### src/rtl/mdio_mgmt_pkg.sv
package mdio_mgmt_pkg;

  localparam int FRAME_LEN = 64;
  localparam int IDX_W     = $clog2(FRAME_LEN);
  localparam int TA_POS    = 46;
  localparam int DATA_POS  = 48;
  localparam int WORD_W    = 16;

  localparam logic [1:0] SEL_CTRL = 2'd0;
  localparam logic [1:0] SEL_DATA = 2'd1;
  localparam logic [1:0] SEL_STAT = 2'd2;

  typedef struct packed {
    logic              rd;
    logic [4:0]        phy;
    logic [4:0]        regn;
    logic [WORD_W-1:0] payload;
  } mdio_cmd_t;

  // Full serial image of one clause-22 frame, first bit in the MSB.
  function automatic logic [FRAME_LEN-1:0] build_frame(input mdio_cmd_t c);
    logic [1:0]        op;
    logic [1:0]        ta;
    logic [WORD_W-1:0] dat;
    op  = c.rd ? 2'b10 : 2'b01;
    ta  = c.rd ? 2'b11 : 2'b10;
    dat = c.rd ? {WORD_W{1'b1}} : c.payload;
    return {32'hFFFF_FFFF, 2'b01, op, c.phy, c.regn, ta, dat};
  endfunction

  // Master drives every bit except turnaround and data of a read.
  function automatic logic master_drives(input logic rd, input logic [IDX_W-1:0] idx);
    return !(rd && (int'(idx) >= TA_POS));
  endfunction

  function automatic logic is_data_bit(input logic [IDX_W-1:0] idx);
    return int'(idx) >= DATA_POS;
  endfunction

endpackage

### src/rtl/mdio_phase_gen.sv
module mdio_phase_gen #(
  parameter int HALF_DIV = 40
) (
  input  logic clk,
  input  logic rst_n,
  input  logic run,
  output logic mdc,
  output logic rise_evt,
  output logic fall_evt
);
  localparam int CW = (HALF_DIV > 1) ? $clog2(HALF_DIV) : 1;
  localparam logic [CW-1:0] LAST = CW'(HALF_DIV - 1);

  logic [CW-1:0] cnt;
  logic          at_last;

  assign at_last  = (cnt == LAST);
  assign rise_evt = run && at_last && !mdc;
  assign fall_evt = run && at_last && mdc;

  always_ff @(posedge clk) begin
    if (!rst_n || !run) begin
      cnt <= '0;
      mdc <= 1'b0;
    end else if (at_last) begin
      cnt <= '0;
      mdc <= ~mdc;
    end else begin
      cnt <= cnt + 1'b1;
    end
  end
endmodule

### src/rtl/mdio_frame_engine.sv
module mdio_frame_engine
  import mdio_mgmt_pkg::*;
(
  input  logic              clk,
  input  logic              rst_n,
  input  logic              start,
  input  mdio_cmd_t         cmd,
  input  logic              rise_evt,
  input  logic              fall_evt,
  input  logic              mdio_in,
  output logic              busy,
  output logic              eng_rd,
  output logic [IDX_W-1:0]  idx,
  output logic              mdio_out,
  output logic              mdio_drv,
  output logic [WORD_W-1:0] rd_result
);
  logic [FRAME_LEN-1:0] shreg;
  logic                 last_bit;

  assign last_bit = (idx == IDX_W'(FRAME_LEN - 1));
  assign mdio_out = shreg[FRAME_LEN-1];
  assign mdio_drv = master_drives(eng_rd, idx);

  always_ff @(posedge clk) begin
    if (!rst_n) begin
      busy      <= 1'b0;
      eng_rd    <= 1'b0;
      idx       <= '0;
      shreg     <= '0;
      rd_result <= '0;
    end else if (start && !busy) begin
      busy   <= 1'b1;
      eng_rd <= cmd.rd;
      idx    <= '0;
      shreg  <= build_frame(cmd);
    end else if (busy) begin
      if (rise_evt && eng_rd && is_data_bit(idx))
        rd_result <= {rd_result[WORD_W-2:0], mdio_in};
      if (fall_evt) begin
        if (last_bit) begin
          busy <= 1'b0;
        end else begin
          idx   <= idx + 1'b1;
          shreg <= {shreg[FRAME_LEN-2:0], 1'b1};
        end
      end
    end
  end
endmodule

### src/rtl/mdio_cpu_regs.sv
module mdio_cpu_regs
  import mdio_mgmt_pkg::*;
#(
  parameter bit BUS_16 = 1'b1
) (
  input  logic              clk,
  input  logic              rst_n,
  input  logic              wr,
  input  logic [1:0]        addr,
  input  logic [1:0]        be,
  input  logic [WORD_W-1:0] wdata,
  input  logic              busy,
  input  logic [WORD_W-1:0] rd_result,
  input  logic              mdio_pin,
  input  logic              mdc_pin,
  output logic [WORD_W-1:0] ctrl,
  output mdio_cmd_t         cmd,
  output logic              start_req,
  output logic [WORD_W-1:0] rdata
);
  logic [WORD_W-1:0] payload;
  logic [WORD_W-1:0] ctrl_merged;
  logic [WORD_W-1:0] payload_merged;
  logic              ctrl_wr;
  logic              data_wr;

  assign ctrl_wr = wr && (addr == SEL_CTRL);
  assign data_wr = wr && (addr == SEL_DATA);

  // Value the registers hold after this cycle's write; a start uses it.
  always_comb begin
    ctrl_merged    = ctrl;
    payload_merged = payload;
    if (ctrl_wr && be[0]) ctrl_merged[7:0]     = wdata[7:0];
    if (ctrl_wr && be[1]) ctrl_merged[15:8]    = wdata[15:8];
    if (data_wr && be[0]) payload_merged[7:0]  = wdata[7:0];
    if (data_wr && be[1]) payload_merged[15:8] = wdata[15:8];
  end

  assign cmd = '{rd: ctrl_merged[1], phy: ctrl_merged[6:2],
                 regn: ctrl_merged[11:7], payload: payload_merged};

  generate
    if (BUS_16) begin : g_wide
      assign start_req = ctrl_wr && be[0] && wdata[0];
    end else begin : g_narrow
      assign start_req = ctrl_wr && be[1] && ctrl[0];
    end
  endgenerate

  always_ff @(posedge clk) begin
    if (!rst_n) begin
      ctrl    <= '0;
      payload <= '0;
    end else begin
      ctrl    <= ctrl_merged;
      payload <= payload_merged;
    end
  end

  always_comb begin
    case (addr)
      SEL_CTRL: rdata = {mdio_pin, mdc_pin, ctrl[13:0]};
      SEL_DATA: rdata = rd_result;
      SEL_STAT: rdata = {{(WORD_W-1){1'b0}}, busy};
      default:  rdata = '0;
    endcase
  end
endmodule

### src/rtl/mdio_mgmt_master.sv
module mdio_mgmt_master
  import mdio_mgmt_pkg::*;
#(
  parameter int HALF_DIV = 40,
  parameter bit BUS_16   = 1'b1
) (
  input  logic        clk,
  input  logic        rst_n,
  input  logic        cpu_wr,
  input  logic [1:0]  cpu_addr,
  input  logic [1:0]  cpu_be,
  input  logic [15:0] cpu_wdata,
  output logic [15:0] cpu_rdata,
  output logic        mdc_o,
  output logic        mdc_oe,
  input  logic        mdc_i,
  output logic        mdio_o,
  output logic        mdio_oe,
  input  logic        mdio_i
);
  logic              busy;
  logic              start_req;
  logic              rise_evt;
  logic              fall_evt;
  logic              eng_mdc;
  logic              eng_rd;
  logic              eng_mdio;
  logic              eng_drv;
  logic [IDX_W-1:0]  eng_idx;
  logic [WORD_W-1:0] ctrl;
  logic [WORD_W-1:0] rd_result;
  mdio_cmd_t         cmd;

  mdio_cpu_regs #(.BUS_16(BUS_16)) u_regs (
    .clk(clk), .rst_n(rst_n), .wr(cpu_wr), .addr(cpu_addr), .be(cpu_be),
    .wdata(cpu_wdata), .busy(busy), .rd_result(rd_result),
    .mdio_pin(mdio_i), .mdc_pin(mdc_i), .ctrl(ctrl), .cmd(cmd),
    .start_req(start_req), .rdata(cpu_rdata)
  );

  mdio_phase_gen #(.HALF_DIV(HALF_DIV)) u_phase (
    .clk(clk), .rst_n(rst_n), .run(busy), .mdc(eng_mdc),
    .rise_evt(rise_evt), .fall_evt(fall_evt)
  );

  mdio_frame_engine u_engine (
    .clk(clk), .rst_n(rst_n), .start(start_req), .cmd(cmd),
    .rise_evt(rise_evt), .fall_evt(fall_evt), .mdio_in(mdio_i),
    .busy(busy), .eng_rd(eng_rd), .idx(eng_idx), .mdio_out(eng_mdio),
    .mdio_drv(eng_drv), .rd_result(rd_result)
  );

  always_comb begin
    if (busy) begin
      mdc_o   = eng_mdc;
      mdc_oe  = 1'b1;
      mdio_o  = eng_mdio;
      mdio_oe = eng_drv;
    end else if (ctrl[0]) begin
      mdc_o   = 1'b0;
      mdc_oe  = 1'b1;
      mdio_o  = 1'b1;
      mdio_oe = 1'b0;
    end else begin
      mdc_o   = ctrl[14];
      mdc_oe  = ctrl[13];
      mdio_o  = ctrl[15];
      mdio_oe = ctrl[12];
    end
  end
endmodule

### config.mk
export PLATFORM = sky130hd
export DESIGN_NAME = mdio_mgmt_master
export DESIGN_NICKNAME = d
export VERILOG_FILES = /design/src/rtl/mdio_mgmt_pkg.sv /design/src/rtl/mdio_phase_gen.sv /design/src/rtl/mdio_frame_engine.sv /design/src/rtl/mdio_cpu_regs.sv /design/src/rtl/mdio_mgmt_master.sv
export SDC_FILE = /design/constraint.sdc
export NUM_CORES = 1
export LEC_CHECK = 0
export BUFFER_PORTS_ARGS = -buffer_cell sky130_fd_sc_hd__buf_2
export CORE_MARGIN = 4
export CORE_UTILIZATION = 45
export CTS_BUF_LIST = sky130_fd_sc_hd__clkbuf_4
export DETAILED_ROUTE_END_ITERATION = 6
export SYNTH_ARGS = -nofsm -noshare
export SYNTH_HDL_FRONTEND = slang
export SYNTH_HIERARCHICAL = 1
export SYNTH_SLANG_ARGS = --single-unit
### constraint.sdc
create_clock -name clk -period 4.35 [get_ports clk]
set_clock_uncertainty 0.2 [all_clocks]
set_input_delay 0 -clock clk [delete_from_list [all_inputs] [get_ports clk]]
set_output_delay 0 -clock clk [all_outputs]
set_load 0.01 [all_outputs]
==> results_dict.tcl <==
set metrics [dict create \
    fin_util_pct 52.6 \
    cts_tree "yes" \
    setup_tns_ns 0 \
    dr.pass1.iters 4 \
    startpoint_type "flip-flop" \
    critPathKind "reg2reg" \
    fmaxAchievable_ghz 0.352 \
    cp-end-kind "flip-flop" \
    grt_antenna_before_repair 0 \
    ys.flop_type "dfxtp_1" \
    final_max_slew_viol_count 0 \
    cts_setup_buffers 0 \
    syn-num-nets 600 \
    ys_seq_elements 127 \
    routedWlPerCell_um 15.2 \
    diodes 0 \
    h-tree-depth 4 \
    chipHeight_um 120 \
    drive_gt1_share_pct 22.9 \
    final_antenna_net_count 0 \
    worst_slew_pin_slew_ns 1.04 \
    finalPower_mw 2.03 \
    hold_viol_final 0 \
    syn_inst 572 \
    nets 656 \
    grt_pass1_vias 4225 \
    vias_per_cell 5.38 \
    clock-sinks 127 \
    yosysWarningCount 6 \
    netlist_area_um2 5660 \
    synth.area.top_cells "dfxtp_1, mux2i_1, o221a_2" \
    vdd_ir_drop_max_uv 226 \
    clock-root-buffer "clkbuf_4" \
    rsz0062_at_grt "false" \
    synth_cell_types 53 \
    powerDensity_nw_per_um2 318 \
    clk_latency_ns 0.52 \
    io_pins 45 \
    cts-resized-gates 0 \
    ys_seq_area_share_pct 44.9 \
    routed_wirelength_um 12300 \
    drc 0 \
    initialDrtViolationCount 294 \
    synth_edf_count 0 \
    cts_buffers 17 \
    start_util_pct 46.6 \
    avgSynthCellArea_um2 9.90 \
    cpPeakStageDelay_ns 0.63 \
    outcome "finished clean" \
    crit_arrival_ns 3.05 \
    placed_cell_area_um2 5790 \
    layout_commonest_cell "dfxtp_1" \
    cellLeakagePower_nw 2.57 \
    grt_max_degree 110 \
    rows 40 \
    portBuffers 44 \
    dieWidth_um 120 \
    critical-path-slowest-cell "nand2_2" \
    finalCriticalPeriod_ns 2.84 \
    dpl.hpwl_um 7730 \
    crit_chain "ha_1, nand4b_2, nor2_1, and3_1, and2_4, o21ai_4, nand2_2, o221a_2" \
    cp.required_ns 4.56 \
    postLayoutCellArea_um2 6390 \
    grt_pass1_wl_um 20800 \
    vias 4350 \
    worstPathMaxFanout 43 \
    dieArea_um2 14400 \
    globalplace.congestion 0.796 \
    layout_common_cells "dfxtp_1, nand2_1, mux2i_1, nor2_1, buf_2" \
    timing.max_cap.violations 0 \
    finalCritPeriodShare_pct 65.3 \
    grt_usage_pct 17.7 \
    grt_overflow_total 0 \
    core_area_um2 12200 \
    setup_viol 0 \
    cts_buffer_depth 2 \
    max-slew-margin-rel_pct 30.6 \
    synth_top_area_share_pct 44.9 \
    area_growth_pct 12.9 \
    synth_top_area_cell "dfxtp_1" \
    path_clk_slew_ns 0.10 \
    async_reset_ff_share_pct 0 \
    hp-class "in2reg" \
]
[state kept, by name (all words and copies together), names as in the netlist]
signal / cells
u_engine/shreg: 64
u_engine/idx: 6
u_engine/busy: 1
u_engine/eng_rd: 1
u_regs/ctrl: 16
u_engine/rd_result: 16
u_phase/cnt: 6
u_phase/mdc: 1
u_regs/payload: 16
[cell usage after synthesis, types with 12 or more instances]
cell type and instances:
o211ai_1 12, o221a_2 35, dfxtp_1 127, mux2i_1 48, a21boi_0 16, nor3_1 15, mux2_2 22, o221ai_1 22
nand2_1 102, clkbuf_1 16, nor2_1 45, buf_6 13
[area by class of cell]
| type | count | area, µm² |
|---|---|---|
| Multi-Input combinational cell | 394 | 2770 |
| Clock buffer | 21 | 158 |
| Fill cell | 1157 | 5770 |
| Timing Repair Buffer | 85 | 623 |
| Sequential cell | 127 | 2540 |
| Tap cell | 168 | 210 |
| Clock inverter | 11 | 73.8 |
| Inverter | 3 | 11.3 |
[kinds of logic after synthesis]
kind of cell / count (synthesis) / synth area share [%]
AND/OR/NAND/NOR: 196 / 15.9
multiplexers: 75 / 14.2
adder cells (fa/ha/maj): 3 / 0.663
XOR/XNOR: 5 / 0.774
flip-flops: 127 / 44.9
AO/OA/AOI/OAI: 115 / 17.2
buffers and inverters: 51 / 6.30
[critical path: cells and delay by family, from the launching register on]
| kind | cells | cell delay [ns] |
|---|---|---|
| AOI/OAI and AO/OA | 2 | 0.74 |
| and+or+nand+nor | 5 | 1.19 |
| adders and majority gates | 1 | 0.25 |
| DFF | 1 | 0.34 |
[repair_timing]
action | in CTS | in global routing
endpoints found under the setup margin | 0 | 0
hold endpoints to repair | 103 | 0
hold buffers | 37 | 0
[through the flow]
stage / instances / hold WS [ns] / worst slack (ns)
floorplan: 572 / -0.0551 / 2.31
global placement: 740 / 0.0709 / 1.37
detailed placement: 740 / 0.0894 / 1.29
CTS: 809 / 0.0502 / 1.51
global route: 809 / 0.0749 / 1.27
finish: 809 / 0.111 / 1.51
[layer usage]
layer / wire, µm / GRT usage, %
met4: 142 / 6.30
met3: 431 / 4.52
met5: 0 / 0
met2: 5640 / 27.3
met1: 6080 / 24.0
[power breakdown]
| group | switching [mW] | total, mW | leakage, nW | internal (mW) |
|---|---|---|---|---|
| sequential | 0.0116 | 1.19 | 1.03 | 1.18 |
| clock | 0.404 | 0.698 | 0.130 | 0.294 |
| combinational | 0.0731 | 0.143 | 1.42 | 0.0702 |
| total | 0.489 | 2.03 | 2.57 | 1.54 |
[path summary, 6_finish.rpt]
| path | slack (ns) | from | to | cells after the start |
|---|---|---|---|---|
| max | 1.51 | u_phase/cnt[0]$_SDFF_PP0_ | u_engine/shreg[0]$_SDFFE_PN0P_ | 8 |
| max reg2reg | 1.51 | u_phase/cnt[0]$_SDFF_PP0_ | u_engine/shreg[0]$_SDFFE_PN0P_ | 8 |
| min | 0.11 | mdio_i | u_engine/rd_result[0]$_SDFFE_PN0P_ | 4 |
| min reg2reg | 0.26 | u_engine/shreg[18]$_SDFFE_PN0P_ | u_engine/shreg[18]$_SDFFE_PN0P_ | 2 |
No activity file was read; power rests on OpenSTA's default activity.
